[config.mk]
export PLATFORM = sky130hd
export DESIGN_NAME = rst_supervisor
export DESIGN_NICKNAME = d
export VERILOG_FILES = /design/src/rtl/rst_sup_pkg.sv /design/src/rtl/rst_mr_filter.sv /design/src/rtl/rst_stretch.sv /design/src/rtl/rst_supervisor.sv
export SDC_FILE = /design/constraint.sdc
export NUM_CORES = 1
export LEC_CHECK = 0
export BUFFER_PORTS_ARGS = -buffer_cell sky130_fd_sc_hd__buf_2
export CAP_MARGIN = 40
export CORE_MARGIN = 1.5
export CORE_UTILIZATION = 39
export CTS_BUF_LIST = sky130_fd_sc_hd__clkbuf_8
export DETAILED_ROUTE_END_ITERATION = 10
export PLACE_DENSITY_LB_ADDON = 0.05
export SYNTH_ARGS = -nofsm -noshare
export SYNTH_HDL_FRONTEND = slang
export SYNTH_HIERARCHICAL = 1
export SYNTH_SLANG_ARGS = --single-unit
[constraint.sdc]
create_clock -name clk -period 1.8 [get_ports clk]
set_input_delay 0 -clock clk [delete_from_list [all_inputs] [get_ports clk]]
set_output_delay 0 -clock clk [all_outputs]
set_load 0.01 [all_outputs]
[src/rtl/rst_sup_pkg.sv]
package rst_sup_pkg;

  // Consecutive-low run length, saturating at limit-1.
  function automatic int unsigned low_run_next(input logic level_n,
                                               input int unsigned run,
                                               input int unsigned limit);
    if (level_n) return 0;
    if (run >= limit - 1) return limit - 1;
    return run + 1;
  endfunction

  // Stretch counter: reload on cause, else count down to zero.
  function automatic int unsigned stretch_next(input logic cause,
                                               input int unsigned cnt,
                                               input int unsigned period);
    if (cause) return period;
    if (cnt != 0) return cnt - 1;
    return 0;
  endfunction

  // Reset stays active while a cause is present or more than one count remains.
  function automatic logic stretch_active(input logic cause,
                                          input int unsigned cnt);
    return cause || (cnt > 1);
  endfunction

endpackage

[src/rtl/rst_mr_filter.sv]
module rst_mr_filter #(
  parameter int unsigned GLITCH_CYC = 20
) (
  input  logic clk,
  input  logic arst_n,
  input  logic mr_n_i,
  output logic mr_low_o
);
  import rst_sup_pkg::*;

  localparam int unsigned CW = $clog2(GLITCH_CYC + 1);

  logic [CW-1:0] run_q;
  logic          low_q;
  logic          reach;

  assign reach = (32'(run_q) == GLITCH_CYC - 1);

  always_ff @(posedge clk or negedge arst_n) begin
    if (!arst_n) begin
      run_q <= '0;
      low_q <= 1'b0;
    end else begin
      run_q <= CW'(low_run_next(mr_n_i, 32'(run_q), GLITCH_CYC));
      if (mr_n_i)     low_q <= 1'b0;
      else if (reach) low_q <= 1'b1;
    end
  end

  assign mr_low_o = low_q;
endmodule

[src/rtl/rst_stretch.sv]
module rst_stretch #(
  parameter int unsigned TRP_CYC = 30000
) (
  input  logic clk,
  input  logic arst_n,
  input  logic cause_i,
  output logic active_o,
  output logic active_n_o
);
  import rst_sup_pkg::*;

  localparam int unsigned CW = $clog2(TRP_CYC + 1);
  localparam logic [CW-1:0] FULL = CW'(TRP_CYC);

  logic [CW-1:0] cnt_q;
  logic          act_q;
  logic          act_n_q;
  logic          act_d;

  assign act_d = stretch_active(cause_i, 32'(cnt_q));

  always_ff @(posedge clk or negedge arst_n) begin
    if (!arst_n) begin
      cnt_q   <= FULL;
      act_q   <= 1'b1;
      act_n_q <= 1'b0;
    end else begin
      cnt_q   <= CW'(stretch_next(cause_i, 32'(cnt_q), TRP_CYC));
      act_q   <= act_d;
      act_n_q <= ~act_d;
    end
  end

  assign active_o   = act_q;
  assign active_n_o = act_n_q;
endmodule

[src/rtl/rst_supervisor.sv]
module rst_supervisor #(
  parameter int unsigned TRP_CYC    = 30000,
  parameter int unsigned GLITCH_CYC = 20
) (
  input  logic clk,
  input  logic arst_n,
  input  logic supply_ok_i,
  input  logic mr_n_i,
  input  logic wdt_expire_i,
  output logic rst_n_o,
  output logic rst_o,
  output logic rst_active_o
);
  logic mr_low;
  logic cause_now;
  logic act;
  logic act_n;

  rst_mr_filter #(.GLITCH_CYC(GLITCH_CYC)) u_filt (
    .clk      (clk),
    .arst_n   (arst_n),
    .mr_n_i   (mr_n_i),
    .mr_low_o (mr_low)
  );

  assign cause_now = !supply_ok_i || mr_low || wdt_expire_i;

  rst_stretch #(.TRP_CYC(TRP_CYC)) u_str (
    .clk        (clk),
    .arst_n     (arst_n),
    .cause_i    (cause_now),
    .active_o   (act),
    .active_n_o (act_n)
  );

  assign rst_o        = act;
  assign rst_n_o      = act_n;
  assign rst_active_o = act;
endmodule

==> results of run 1 <==
[routing by layer]
metal,GRT usage,up-vias
met1,0.191,409
met5,0,-
li1,-,409
met3,0.0335,4
met2,0.256,6
met4,0.0698,0
[timing repair]
item                                    in CTS  in global routing
hold buffers                                 2                  0
setup buffers                                0                  0
endpoints found under the setup margin       0                  1
gates resized for setup                      0                  2
hold endpoints to repair                    20                  0
[logic make-up after synthesis]
| kind of cell | share of synthesized area |
|---|---|
| simple gates | 0.232 |
| flops | 0.493 |
| compound gates | 0.120 |
| xor+xnor | 0.0811 |
| buf+inv | 0.0221 |
| fa+ha+maj | 0.0422 |
| mux | 0.00948 |
[layout by cell type, fill, tap and decap left out, types with 3 or more instances in the layout]
| cell type | netlist | layout |
|---|---|---|
| sky130_fd_sc_hd__ha_1 | 4 | 4 |
| sky130_fd_sc_hd__a21oi_1 | 6 | 6 |
| sky130_fd_sc_hd__clkbuf_8 | 0 | 3 |
| sky130_fd_sc_hd__nor2_1 | 14 | 14 |
| sky130_fd_sc_hd__o21bai_1 | 5 | 5 |
| sky130_fd_sc_hd__xor2_1 | 6 | 6 |
| sky130_fd_sc_hd__dfstp_2 | 8 | 8 |
| sky130_fd_sc_hd__nand2_1 | 4 | 4 |
| sky130_fd_sc_hd__nor3_1 | 5 | 4 |
| sky130_fd_sc_hd__buf_2 | 0 | 7 |
| sky130_fd_sc_hd__xnor2_1 | 5 | 5 |
| sky130_fd_sc_hd__inv_1 | 4 | 4 |
| sky130_fd_sc_hd__buf_4 | 1 | 4 |
| sky130_fd_sc_hd__dfrtp_1 | 15 | 15 |
[stage by stage]
step                power (mW)  instance area, µm²  hold WS (ns)  worst slack, ns
finish                   0.993                1360         0.237            0.158
global route              1.05                1360         0.269           0.0335
CTS                       1.01                1350         0.258            0.109
detailed placement       0.681                1280       0.00642            0.129
global placement         0.679                1280       0.00514            0.164
floorplan                0.631                1190        -0.296           0.0961
[flip-flops by register name (all words and copies together), names as in the netlist]
| name | cells |
|---|---|
| u_str/active_o | 1 |
| u_str/cnt_q | 15 |
| u_filt/run_q | 5 |
| u_filt/mr_low_o | 1 |
| u_str/active_n_o | 1 |
[power by group through the flow]
stage                     combinational (mW)  sequential, mW  clock [mW]
after floorplan                       0.0741           0.557           0
after global placement                 0.118           0.561           0
after detailed placement               0.119           0.562           0
after CTS                              0.124           0.552       0.334
after global routing                   0.140           0.555       0.358
final                                  0.123           0.553       0.317
[worst max-delay path by stage]
stage	end	cells after the start	startpoint
5_1_grt	u_str/cnt_q[14]	6	u_str/cnt_q[0]
4_1_cts	u_str/cnt_q[14]	6	u_str/cnt_q[0]
6_report	u_str/cnt_q[14]	6	u_str/cnt_q[0]
2_1_floorplan	u_str/cnt_q[14]	5	u_str/cnt_q[0]
3_5_place_dp	u_str/cnt_q[14]	6	u_str/cnt_q[0]
3_3_place_gp	u_str/cnt_q[14]	6	u_str/cnt_q[0]
[final cells by class]
class                      instances  area, µm²  share of cell area
multi-input combinational         77        586               0.432
timing repair buffer              13       85.1              0.0627
inverter                           4       15.0              0.0111
tap                               31       38.8              0.0286
clock inverter                     1       5.00             0.00369
sequential                        23        586               0.432
clock buffer                       3       41.3              0.0304
[worst register-to-register path: stages (launching register included)]
cell                      delay, ns
sky130_fd_sc_hd__dfrtp_1       0.45
sky130_fd_sc_hd__inv_1         0.11
sky130_fd_sc_hd__ha_1          0.19
sky130_fd_sc_hd__nor3b_2       0.16
sky130_fd_sc_hd__buf_4         0.17
sky130_fd_sc_hd__nand4_1       0.16
sky130_fd_sc_hd__a211o_1       0.34
==> metrics.md, run 1 <==
| Metric | Value |
|---|---|
| Vias/cell | 5.45 |
| Met2 routed WL | 1.00 mm |
| Synth area leader | sky130_fd_sc_hd__dfrtp_1 |
| Length of routed wiring on met1 | about 1.1 mm |
| Die width | about 58 µm |
| Clk pwr share | 0.319 |
| CP Data Arrival Time | 1.84 ns |
| Gate Count Post-Synth | 106 |
| Slew of the pin with the lowest slew margin | ~0.51 ns |
| Number of port buffers | 7 |
| Fin cells | around 150 |
| Setup repair after global routing missed its margin | false |
| Filler Cells Inserted | 280 |
| Share of the synthesized area in the top cell type | 0.316 |
| Max Root-Sink Buffers | 2 |
| Syn_area_per_cell | ~11 µm² |
| End of the worst register-to-register path | u_str/cnt_q[14] |
| Outcome | finished, final reports clean |
| Net count reported at finish | 131 |
| Pins Over Slew Limit | 0 |
| Critical Path Max Stage Delay | around 0.45 ns |
| Initial Utilization | 0.420 |
| Die height | between 50 and 60 µm |
| Crit path max-delay family | flip-flops |
| Clock edge transition at the registers on the reported setup and hold paths | about 0.08 ns |
| Critical Path Slowest Stage Cell | sky130_fd_sc_hd__dfrtp_1 |
| Proportion of total power due to net switching | 0.256 |
| Final cycle utilization of the critical path | 0.912 |
| Drc violations | 0 |
| Proportion of register bits with asynchronous set or reset after synthesis | 1.00 |
| Power per standard cell area | between 700 and 800 mW/mm² |
| FF-to-FF Start | u_str/cnt_q[0] |
| Predominant post-synthesis flop cell | sky130_fd_sc_hd__dfrtp_1 |
| Remaining number of nets flagged by the antenna check after routing | 0 |
| Synth warn | 6 |
| Cell breakdown of the critical path | inv_1 -> ha_1 -> nor3b_2 -> buf_4 -> nand4_1 -> a211o_1 |
| Top routing layer in use | met4 |
| Standard-cell rows | 19 |
| DIE AREA | approximately 0.0034 mm² |
| Final GP Congestion | a little under 0.7 |
| Total of max-cap violations | 0 |
| Average wire length per cell after detail routing | roughly 15 µm |
| Layout Utilization | 0.479 |
| Relative contribution of sequential cells to total power | 0.557 |
| Global-route total usage across every layer | 0.154 |
| Core region area | around 0.0028 mm² |
| Final clock skew | 0.00168 ns |
| Detailed Route WL | between 2 and 2.5 mm |
| Worst min path class | input port to asynchronous set/reset pin |
| Kind of end point of the critical path | flip-flop |
| Total buffers and inverters traversed by the critical path | 2 |
| Worst Reg-to-Reg Cells | 6 |
| Startpoint type of the worst setup path | flip-flop |
| Ratio of cells with drive above 1 in the final layout | 0.264 |
| Fraction of the yosys area taken by sequential cells | 0.493 |
| Post-synthesis cell type count | 37 |
| Source-to-sink clock delay at the later pin of the worst-skew pair | approximately 0.26 ns |
| Highest fanout seen on the critical path | 6 |
| Final setup violating endpoints | 0 |
| Detailed route wirelength on metal3 | roughly 40 µm |
| DP Cell Count | ~150 |
| Switching pwr | 254 µW |
| Count of pins on the block boundary | 8 |
| Internal power of the cells | 739 µW |
| Post-Synthesis Net Count | around 120 |
| TritonCTS Buffers | 3 |
| Antenna violations before repair | 0 |
| Static power due to leakage | a little under 0.6 nW |
| Minimum period implied by the final worst setup slack | roughly 1.6 ns |
| Netlist area before placement | 0.00119 mm² |
| First-pass iteration count of the detailed router | 6 |
| Fin. Hold Viols | 0 |
| Setup TNS | 0 ns |
| Maximum clock frequency | ~0.6 GHz |
| Top cells by area, synth | sky130_fd_sc_hd__dfrtp_1, sky130_fd_sc_hd__dfstp_2, sky130_fd_sc_hd__nor2_1, sky130_fd_sc_hd__xor2_1, sky130_fd_sc_hd__ha_1 |
| Vias after detailed routing | 828 |
| DRT iter0 DRCs | 22 |
| R2R setup slack | approximately 0.16 ns |
| Cell with the most instances after synthesis | sky130_fd_sc_hd__dfrtp_1 |
| CP required | between 1.5 and 2 ns |
| Yosys reg bits | 23 |
| Area added between synthesis and finish | 14.2% |
| First-pass GRT wire length | ~3.8 mm |
| Number of antenna cells inserted | 0 |
| CTS H-tree depth | 1 |
| Pin count of the biggest net entering global routing | 24 |
| Clk root buf | sky130_fd_sc_hd__clkbuf_8 |
| TritonCTS clock tree | done |
| Vias in the first global route | roughly 840 |
| Largest voltage drop on the vdd net | between 0.3 and 0.4 mV |
| Count of clock tree sinks | 23 |
| Estimated wirelength of the detail-placed design | between 1.5 and 2 mm |
| Type of the worst setup path | flip-flop to flip-flop |
| EDFF count, synth | 0 |
| Top post-synthesis cells by count | sky130_fd_sc_hd__dfrtp_1, sky130_fd_sc_hd__nor2_1, sky130_fd_sc_hd__dfstp_2 |
| Relative slew margins | 0.659 |
| Share of total power in combinational logic | 0.124 |
| Global route overflow | 0 |
Note: power is estimated with default switching activity, not from simulation.
==> run 2: changes to the inputs <==
==> constraint.sdc (replaced) <==
create_clock -name clk -period 1.8 [get_ports clk]
set_input_delay 0.36 -clock clk [delete_from_list [all_inputs] [get_ports clk]]
set_output_delay 0.36 -clock clk [all_outputs]
set_load 0.01 [all_outputs]
==> metrics.md, run 2 (same netlist as run 1, synthesis figures left out) <==
| Metric | Value |
|---|---|
| Internal power of the cells | between 700 and 800 µW |
| Share of total power in combinational logic | 0.121 |
| Clk root buf | sky130_fd_sc_hd__clkbuf_8 |
| DRT iter0 DRCs | 25 |
| Highest fanout seen on the critical path | 6 |
| Area after DPL | about 0.0013 mm² |
| Minimum period implied by the final worst setup slack | between 1.5 and 2 ns |
| First-pass iteration count of the detailed router | 6 |
| Largest register by flop count | u_str/cnt_q |
| First-pass GRT wire length | approximately 3.8 mm |
| Die width | ~58 µm |
| Initial Utilization | 0.420 |
| Average wire length per cell after detail routing | between 10 and 15 µm |
| CP required | around 2.0 ns |
| Number of antenna cells inserted | 0 |
| Clock edge transition at the registers on the reported setup and hold paths | about 0.080 ns |
| Filler Cells Inserted | between 200 and 300 |
| Pin count of the biggest net entering global routing | 24 |
| Setup TNS | 0 ns |
| Vias/cell | 5.49 |
| TritonCTS clock tree | done |
| Area added between synthesis and finish | 12.5% |
| Vias in the first global route | 841 |
| Drc violations | 0 |
| Core region area | about 0.0028 mm² |
| Antenna violations before repair | 0 |
| Net count reported at finish | about 130 |
| Most frequent cells in the layout | sky130_fd_sc_hd__dfrtp_1, sky130_fd_sc_hd__nor2_1, sky130_fd_sc_hd__dfstp_2 |
| Die height | 58.2 µm |
| Slew of the pin with the lowest slew margin | between 0.5 and 0.6 ns |
| Worst min path class | input port to asynchronous set/reset pin |
| Finished Cell Area | around 0.0013 mm² |
| Setup repair after global routing missed its margin | false |
| Ratio of cells with drive above 1 in the final layout | 0.269 |
| Relative contribution of sequential cells to total power | 0.559 |
| Area of combinational cells with multiple inputs | approximately 590 µm² |
| Kind of end point of the critical path | flip-flop |
| TritonCTS Buffers | 3 |
| CP Data Arrival Time | ~1.8 ns |
| Relative slew margins | 0.659 |
| Vias after detailed routing | between 800 and 900 |
| Power per standard cell area | roughly 740 mW/mm² |
| Type of the worst setup path | flip-flop to flip-flop |
| Number of port buffers | 7 |
| Clk pwr share | 0.320 |
| Remaining number of nets flagged by the antenna check after routing | 0 |
| Hold buffer count at CTS | 0 |
| Global-route total usage across every layer | 0.154 |
| Final GP Congestion | 0.689 |
| Estimated wirelength of the detail-placed design | ~1.6 mm |
| Layout Utilization | 0.472 |
| Outcome | finished, final reports clean |
| Global route overflow | 0 |
| Static power due to leakage | 0.583 nW |
| Final setup violating endpoints | 0 |
| Standard-cell rows | 19 |
| Startpoint type of the worst setup path | flip-flop |
| Detailed Route WL | ~2.2 mm |
| Total of max-cap violations | 0 |
| Proportion of total power due to net switching | 0.256 |
| Largest voltage drop on the vdd net | between 0.3 and 0.4 mV |
| Source-to-sink clock delay at the later pin of the worst-skew pair | roughly 0.26 ns |
| DIE AREA | around 0.0034 mm² |
| Count of clock tree sinks | 23 |
| Largest register FFs | 15 |
| CTS H-tree depth | 1 |
| Maximum clock frequency | around 0.6 GHz |
| Most common cell after layout, fill and taps aside | sky130_fd_sc_hd__dfrtp_1 |
| Sequential cell area | 586 µm² |
| Fin. Hold Viols | 0 |
| Final cycle utilization of the critical path | 0.911 |
| Biggest regs | u_str/cnt_q (15), u_filt/run_q (5) |
| Switching pwr | 253 µW |
| Pins Over Slew Limit | 0 |
| Count of pins on the block boundary | 8 |
| Max Root-Sink Buffers | 2 |
| Final clock skew | roughly 0.0018 ns |
[run 2: cell types whose count changed in the layout (fill, tap and decap cells not counted)]
cell	change
sky130_fd_sc_hd__dlygate4sd3_1	-2
[run 2: metal layers]
metal,track usage,share of wire,vias to the layer above
met5,0,0,-
li1,-,-,406
met1,0.191,0.51,408
met2,0.256,0.45,6
met3,0.0335,0.020,4
met4,0.0698,0.014,0
[run 2: worst paths after layout]
check,start,endpoint,slack [ns],cells after the start
worst max-delay path,u_str/cnt_q[0],u_str/cnt_q[14],0.16,6
worst min-delay path,arst_n,u_filt/mr_low_o,0.06,1
worst max register to register,u_str/cnt_q[0],u_str/cnt_q[14],0.16,6
worst min register to register,u_filt/mr_low_o,u_filt/mr_low_o,0.53,2
max in group asynchronous,arst_n,u_str/cnt_q[5],1.37,1
min in group clk,mr_n_i,u_filt/mr_low_o,0.35,2
[run 2: area by class of cell]
cell class / count / share of cell area
clock buffer: 3 / 0.0309
clock inverter: 1 / 0.00375
inverter: 4 / 0.0112
multi-input combinational: 77 / 0.438
sequential: 23 / 0.438
tap: 31 / 0.0290
timing repair buffer: 11 / 0.0487
[run 2: what timing repair did]
item / 4_1_cts / 5_1_grt
hold endpoints to repair: 0 / 0
resized for setup: 0 / 2
setup endpoints to repair: 0 / 1
setup buffers: 0 / 0
[run 2: per-stage QoR]
stage | setup slack, ns | std cells | total power, mW | hold WS (ns)
detailed placement | 0.129 | 146 | 0.681 | 0.366
floorplan | 0.0961 | 106 | 0.631 | 0.0644
finish | 0.161 | 150 | 0.989 | 0.0570
global placement | 0.164 | 146 | 0.679 | 0.365
CTS | 0.109 | 150 | 1.01 | 0.0754
global route | 0.0335 | 150 | 1.05 | 0.0824
[run 2: critical path, stage by stage, from the launching register on]
cell and delay [ns]:
sky130_fd_sc_hd__dfrtp_1 0.44, sky130_fd_sc_hd__inv_1 0.11, sky130_fd_sc_hd__ha_1 0.19, sky130_fd_sc_hd__nor3b_2 0.16, sky130_fd_sc_hd__buf_4 0.17, sky130_fd_sc_hd__nand4_1 0.16, sky130_fd_sc_hd__a211o_1 0.34
[run 2: power by group through the flow]
| stage | clock, mW | combinational (mW) | sequential (mW) |
|---|---|---|---|
| after floorplan | 0 | 0.0741 | 0.557 |
| after global placement | 0 | 0.118 | 0.561 |
| after detailed placement | 0 | 0.119 | 0.562 |
| after CTS | 0.334 | 0.121 | 0.552 |
| after global routing | 0.358 | 0.136 | 0.555 |
| final | 0.317 | 0.119 | 0.553 |
